`config.mk`:
```
export PLATFORM = sky130hd
export DESIGN_NAME = tp_ctrl_net
export DESIGN_NICKNAME = d
export VERILOG_FILES = /design/src/rtl/tpn_pkg.sv /design/src/rtl/tpn_cfg_bank.sv /design/src/rtl/tpn_ctrl_point.sv /design/src/rtl/tpn_cut_front.sv /design/src/rtl/tpn_cut_back.sv /design/src/rtl/tp_ctrl_net.sv
export SDC_FILE = /design/constraint.sdc
export NUM_CORES = 1
export LEC_CHECK = 0
export BUFFER_PORTS_ARGS = -buffer_cell sky130_fd_sc_hd__buf_2
export CAP_MARGIN = 20
export CORE_AREA = 2 2 39 41
export DETAILED_ROUTE_END_ITERATION = 8
export DIE_AREA = 0 0 41 43
export GPL_ROUTABILITY_DRIVEN = 0
export GPL_TIMING_DRIVEN = 0
export RECOVER_POWER = 100
export SYNTH_ARGS = -nofsm -noshare
export SYNTH_HDL_FRONTEND = slang
export SYNTH_SLANG_ARGS = --single-unit
```
`constraint.sdc`:
```
create_clock -name clk -period 1.44 [get_ports clk]
set_clock_uncertainty 0.2 [all_clocks]
set_input_delay 0.216 -clock clk [delete_from_list [all_inputs] [get_ports clk]]
set_output_delay 0.216 -clock clk [all_outputs]
set_load 0.01 [all_outputs]
```
`src/rtl/tpn_pkg.sv`:
```
package tpn_pkg;

  typedef enum logic [1:0] {
    CP_PULL_LOW  = 2'd0,
    CP_PULL_HIGH = 2'd1,
    CP_REPLACE   = 2'd2
  } cp_kind_e;

  typedef struct packed {
    logic en;
    logic val;
  } cp_cfg_t;

  // Variant of a point is chosen by its index, repeating every three points
  function automatic cp_kind_e kind_of(input int idx);
    case (idx % 3)
      0:       return CP_PULL_LOW;
      1:       return CP_PULL_HIGH;
      default: return CP_REPLACE;
    endcase
  endfunction

endpackage

```
`src/rtl/tpn_cfg_bank.sv`:
```
module tpn_cfg_bank
  import tpn_pkg::*;
#(
  parameter int ADDR_W = 2,
  localparam int NUM_CP = 1 << ADDR_W
) (
  input  logic                     clk,
  input  logic                     rst_n,
  input  logic                     test_mode,
  input  logic                     wr,
  input  logic [ADDR_W-1:0]        addr,
  input  logic                     en_in,
  input  logic                     val_in,
  output cp_cfg_t [NUM_CP-1:0]     cfg_q
);

  logic [NUM_CP-1:0] hit;
  cp_cfg_t           wr_data;

  assign wr_data = '{en: en_in, val: val_in};

  // Address decoder: one strobe per point, only in test mode
  for (genvar i = 0; i < NUM_CP; i++) begin : g_dec
    assign hit[i] = test_mode & wr & (addr == ADDR_W'(i));
  end

  always_ff @(posedge clk or negedge rst_n) begin
    if (!rst_n) begin
      cfg_q <= '0;
    end else begin
      for (int i = 0; i < NUM_CP; i++) begin
        if (hit[i]) cfg_q[i] <= wr_data;
      end
    end
  end

endmodule

```
`src/rtl/tpn_ctrl_point.sv`:
```
module tpn_ctrl_point
  import tpn_pkg::*;
#(
  parameter cp_kind_e KIND = CP_PULL_LOW
) (
  input  logic    line_in,
  input  logic    test_mode,
  input  cp_cfg_t cfg,
  output logic    line_out
);

  logic active;
  assign active = test_mode & cfg.en;

  if (KIND == CP_PULL_LOW) begin : g_low
    logic ctrl_n;
    assign ctrl_n   = ~active;
    assign line_out = line_in & ctrl_n;
  end else if (KIND == CP_PULL_HIGH) begin : g_high
    assign line_out = line_in | active;
  end else begin : g_repl
    assign line_out = active ? cfg.val : line_in;
  end

endmodule

```
`src/rtl/tpn_cut_front.sv`:
```
module tpn_cut_front #(
  parameter int ADDR_W = 2,
  localparam int NUM_CP = 1 << ADDR_W
) (
  input  logic [ADDR_W-1:0] x,
  output logic [NUM_CP-1:0] lines
);

  for (genvar i = 0; i < NUM_CP; i++) begin : g_line
    assign lines[i] = (x == ADDR_W'(i));
  end

endmodule

```
`src/rtl/tpn_cut_back.sv`:
```
module tpn_cut_back #(
  parameter int ADDR_W = 2,
  localparam int NUM_CP = 1 << ADDR_W
) (
  input  logic [NUM_CP-1:0] lines,
  output logic [ADDR_W-1:0] y
);

  for (genvar j = 0; j < ADDR_W; j++) begin : g_out
    always_comb begin
      y[j] = 1'b0;
      for (int k = 0; k < NUM_CP; k++) begin
        if ((k % ADDR_W) == j) y[j] = y[j] ^ lines[k];
      end
    end
  end

endmodule

```
`src/rtl/tp_ctrl_net.sv`:
```
module tp_ctrl_net
  import tpn_pkg::*;
#(
  parameter int ADDR_W = 2
) (
  input  logic              clk,
  input  logic              rst_n,
  input  logic              test_mode,
  input  logic              cp_wr,
  input  logic [ADDR_W-1:0] pi,
  input  logic              tp_en,
  input  logic              tp_val,
  input  logic              obs_sel,
  output logic [ADDR_W-1:0] po
);

  localparam int NUM_CP = 1 << ADDR_W;

  cp_cfg_t [NUM_CP-1:0] cfg_q;
  logic    [NUM_CP-1:0] raw_lines;
  logic    [NUM_CP-1:0] ctl_lines;
  logic    [ADDR_W-1:0] func_y;
  logic    [ADDR_W-1:0] obs_y;
  logic    [ADDR_W-1:0] po_d;

  tpn_cfg_bank #(.ADDR_W(ADDR_W)) u_bank (
    .clk       (clk),
    .rst_n     (rst_n),
    .test_mode (test_mode),
    .wr        (cp_wr),
    .addr      (pi),
    .en_in     (tp_en),
    .val_in    (tp_val),
    .cfg_q     (cfg_q)
  );

  tpn_cut_front #(.ADDR_W(ADDR_W)) u_front (
    .x     (pi),
    .lines (raw_lines)
  );

  for (genvar i = 0; i < NUM_CP; i++) begin : g_cp
    tpn_ctrl_point #(.KIND(kind_of(i))) u_cp (
      .line_in   (raw_lines[i]),
      .test_mode (test_mode),
      .cfg       (cfg_q[i]),
      .line_out  (ctl_lines[i])
    );
  end

  tpn_cut_back #(.ADDR_W(ADDR_W)) u_back (
    .lines (ctl_lines),
    .y     (func_y)
  );

  // Observation taps: the first ADDR_W controlled lines
  assign obs_y = ctl_lines[ADDR_W-1:0];
  assign po_d  = (test_mode & obs_sel) ? obs_y : func_y;

  always_ff @(posedge clk or negedge rst_n) begin
    if (!rst_n) po <= '0;
    else        po <= po_d;
  end

endmodule

```
; Yosys cells after proc, flatten, opt, wreduce, memory -nomap -nowiden
; Index checks and enable logic that the tools add are counted.
[totals]
ff_bits = 7
in_bits = 9
out_inout_bits = 2
word_cells = 29
[classes]
eq_ne = 3
mux = 2
n_bitwise = 17
reduce_logical = 1
[op_table]
columns = operator, count
row1 = bitwise AND 1 bit, 12
row2 = "== test 2 bit, second input constant", 2
row3 = "== test 2 x 1 -> 1 bit, second input constant", 1
row4 = logical NOT 2 bit, 1
row5 = two-way mux 2 bit, 1
row6 = NOT 1 bit, 2
row7 = bitwise XOR 1 bit, 2
row8 = two-way mux 1 bit, 1
row9 = OR 1 bit, 1

; Logic depth before layout (Yosys ltp)
[logic_depth]
ltp_word = 5
ltp_mapped = 4

; Cells and area by module
; From an unflattened synthesis, not the netlist that was laid out.
[hier_totals]
hier_cells = 36
hier_area_um2 = 495.5
[by_module_without_submodules]
columns = module, n_inst, cells_per_inst, area_per_inst_um2, seq_area_each_um2
row1 = tpn_cfg_bank, 1, 20, 326.6, 200.2
row2 = tp_ctrl_net, 1, 5, 76.3, 50.0
row3 = tpn_cut_front, 1, 4, 26.3, 0.0
row4 = tpn_ctrl_point at g_cp[0].u_cp ..., 2, 1, 11.3, 0.0
row5 = tpn_ctrl_point at g_cp[2].u_cp, 1, 2, 18.8, 0.0
row6 = tpn_cut_back, 1, 2, 17.5, 0.0
row7 = tpn_ctrl_point at g_cp[1].u_cp, 1, 1, 7.5, 0.0

; Least setup slack after synthesis
; OpenSTA, ideal clock, no wires.
[synth_timing]
path_type = flip-flop to flip-flop
from = register u_bank.cfg_q[1] (netlist name)
to = register po[0]
setup_ps = 128
t_arrival_ps = 900
required_time_ps = 1112
setup_slack_ps = 212
path_stages_with_launch = 4
path_cell_list = dfrtp_1 -> a211oi_2 -> mux2i_1 -> nor3_1
[synth_via]
elab_chain_cells = 5
[synth_rtl]
columns = item, line_no
row1 = bitwise AND 1 bit *, tpn_ctrl_point.sv:13  ; assign active = test_mode & cfg.en;
row2 = NOT 1 bit *, tpn_ctrl_point.sv:17  ; assign ctrl_n = ~active;
row3 = bitwise AND 1 bit *, tpn_ctrl_point.sv:18  ; assign line_out = line_in & ctrl_n;
row4 = bitwise XOR 1 bit, tpn_cut_back.sv:13  ; if ((k % ADDR_W) == j) y[j] = y[j] ^ lines[k];
row5 = two-way mux 2 bit *, tp_ctrl_net.sv:58  ; assign po_d = (test_mode & obs_sel) ? obs_y : func_y;
row6 = named net po_d[0], tp_ctrl_net.sv:24  ; logic [ADDR_W-1:0] po_d;
row7 = end signal: assignment, tp_ctrl_net.sv:62  ; else po <= po_d;
row8 = end: declaration, tp_ctrl_net.sv:14  ; output logic [ADDR_W-1:0] po
; The timed path passes the listed nets; every way through them passes the cells marked *.
; A chain may end at the register's enable or synchronous reset.

; Final worst setup path
[layout_timing]
from = register u_bank.cfg_q[1] (netlist name)
to = register po[0]
[layout_via]
elab_chain_cells = 5
[layout_rtl]
columns = item, line_no
row1 = bitwise AND 1 bit *, tpn_ctrl_point.sv:13
row2 = NOT 1 bit *, tpn_ctrl_point.sv:17
row3 = bitwise AND 1 bit *, tpn_ctrl_point.sv:18
row4 = bitwise XOR 1 bit, tpn_cut_back.sv:13
row5 = two-way mux 2 bit *, tp_ctrl_net.sv:58
row6 = named net po_d[0], tp_ctrl_net.sv:24
; Marked as above.

==> results.md <==
* Status: complete, no violations
* Synth unique cells at 17
* CTS tree: done
* Synth area leader: dfrtp_1
* Port buffer count at 10
* WL final at 735 um
* Reg-to-reg slack, setup at 0.14 ns
* P&R area growth vs syn at 29.6%
* Fraction of layout cells with a size suffix above 1 at 31.9%
* Clock buffer depth at 2
* Most frequent cells in the layout: dfrtp_1, buf_2, clkbuf_1
* Count of pins over their slew limit at 0
* Vias in the first global route at approximately 270
* Vias post-DR at around 300
* Chip height at ~43 um
* N_diodes at 0
* Post-synthesis register bit count at 7
* Worst EP arrival at approximately 1.2 ns
* CTS Buf Count at 3
* Least-Margin Pin Slew at about 0.42 ns
* Net count after synthesis at 40
* Setup TNS at 0 ns
* GRT Util Overall at roughly 11%
* CP max FO at 3
* Layout Nets at 57
* Worst setup startpoint: u_bank.cfg_q[1]$_DFFE_PN0P_
* Yosys top cell area share at between 40 and 50%
* Vias per cell at around 4.6
* DIE AREA at between 1500 and 2000 sq um
* Min Tclk post-route at about 1.3 ns
* Ranking of synthesized cells by area: dfrtp_1, mux2_2, mux2_1, mux2i_1, nand4b_1
* R2R Path Start: u_bank.cfg_q[1]$_DFFE_PN0P_
* I/O pins at 11
* Crit path kind: reg2reg
* Avg Inst Size Synth at approximately 12 sq um
* Final setup vio count at 0
* Cts repair resizes at 0
* Area of the mapped netlist at approximately 370 sq um
* FP Rows at 14
* 1st-iter DRT viols at 2
* Post-Route Utilization at 34.4%
* Critical Path Sink: po[0]$_DFF_PN0_
* DRC at 0
* Element type at the critical path start: flip-flop
* Max VDD drop at 0.000399 V
* Remaining antenna violation count at 0
* Reg2reg path depth at 3
* Largest net degree at the start of global routing at 11
* Worst r2r dst: po[0]$_DFF_PN0_
* Root buf cell: clkbuf_4
* Commonest non-fill, non-tap cell in the layout: dfrtp_1
* RSZ-0062 raised after global routing: false
* Initial Utilization at 26.6%
* CP endpoint kind: flip-flop
* Hold Vio Cnt, Final at 0
* Clk pin slew, worst setup/hold paths at about 0.05 ns
* Grt ovf at 0
* Crit path required time at 1.37 ns
* Slew HR at a little over 70%
* H-Tree Depth at 1
* Ys Warns at 0
* Die width at 41 um
* Leakage at roughly 0.20 nW
* Max-cap violation count at 0
* Skew-Pair Late Insertion Delay at roughly 0.25 ns
* Floorplan Core Area at approximately 1400 sq um
* Post-route clock period utilization at between 90% and 100%
* WL per Instance at 11.7 um
* Initial antenna violation count at 0
* Pre-Repair DR Iteration Count at 4
* Cells after Synth at 31
* FMAX at ~0.77 GHz
* First-pass GRT wire length at 1190 um
* Pwr Density at 1150 nW/um^2
* Sequential fraction of the synthesis area at between 40 and 50%
* Sink Count at 7
* Hold Crit Class: in2reg
==> kinds of logic (layout without fill, tap and decap cells) <==
group                  count (synthesis)  count (layout)  synth area share [%]
AND/OR/NAND/NOR                       12              12                  21.1
multiplexers                           7               7                  20.7
flip-flops                             7               7                  47.6
AO/OA/AOI/OAI                          4               4                  8.50
buffers and inverters                  1              17                  2.04
==> metrics by stage <==
stage	instances	total power [mW]	instance area [sq um]	setup slack [ns]	hold WS, ns
6_report	63	0.549	477	0.137	0.0447
5_1_grt	63	0.588	477	0.0855	0.0568
4_1_cts	63	0.565	484	0.119	0.0382
3_5_place_dp	57	0.375	438	0.0901	-0.138
3_3_place_gp	57	0.366	438	0.0887	-0.141
2_1_floorplan	31	0.328	368	0.212	-0.280
==> critical path, cell delays in order (launching register included) <==
cell and delay [ns]:
dfrtp_1 0.39, a211oi_2 0.32, mux2i_1 0.22, nor3_1 0.06
==> Yosys cell counts <==
master and count:
mux2_1 2, nand4b_1 2, nor3_1 2, nor2_1 1, mux2i_1 2, a21oi_1 1
mux2_2 3, a211oi_1 1, a211oi_2 1, dfrtp_1 7, nor2b_2 1, nand3_2 1
nand2_1 3, nor4bb_1 1, nand4_1 1, buf_4 1, a31oi_1 1
==> cell type report <==
class / instances / area [sq um]
Sequential cell: 7 / 175
Timing Repair Buffer: 12 / 65.1
Tap cell: 16 / 20.0
Clock buffer: 4 / 26.3
Fill cell: 141 / 907
Multi-Input combinational cell: 23 / 183
Buffer: 1 / 7.51
==> timing repair <==
action                                 in CTS  in global routing
endpoints found under the hold margin       8                  0
setup buffers                               0                  0
hold buffers                                2                  0
==> state kept, by name (all words and copies together), names as in the netlist <==
| signal | count |
|---|---|
| po | 2 |
| u_bank.cfg_q | 5 |
==> layer usage <==
layer / up-vias / GRT usage (%) / part of all wire (%)
li1: 151 / - / -
met1: 134 / 12.8 / 43
met2: 5 / 15.3 / 53
met3: 2 / 3.14 / 1.5
met4: 0 / 10.0 / 1.9
met5: - / 0 / 0
==> where the power goes <==
group | internal [mW] | switching, mW | total (mW)
clock | 0.106 | 0.0741 | 0.180
sequential | 0.237 | 0.0254 | 0.262
combinational | 0.0579 | 0.0497 | 0.108
==> worst min-delay path by stage <==
stage / to / slack [ns] / start / cells after the start
floorplan: po[0]$_DFF_PN0_ / -0.28 / rst_n / 0
global placement: po[1]$_DFF_PN0_ / -0.14 / rst_n / 1
detailed placement: u_bank.cfg_q[1]$_DFFE_PN0P_ / -0.14 / rst_n / 1
CTS: po[1]$_DFF_PN0_ / 0.04 / pi[1] / 2
global route: po[1]$_DFF_PN0_ / 0.06 / pi[1] / 2
finish: po[1]$_DFF_PN0_ / 0.04 / pi[1] / 2
(Power assumes the default switching activity.)
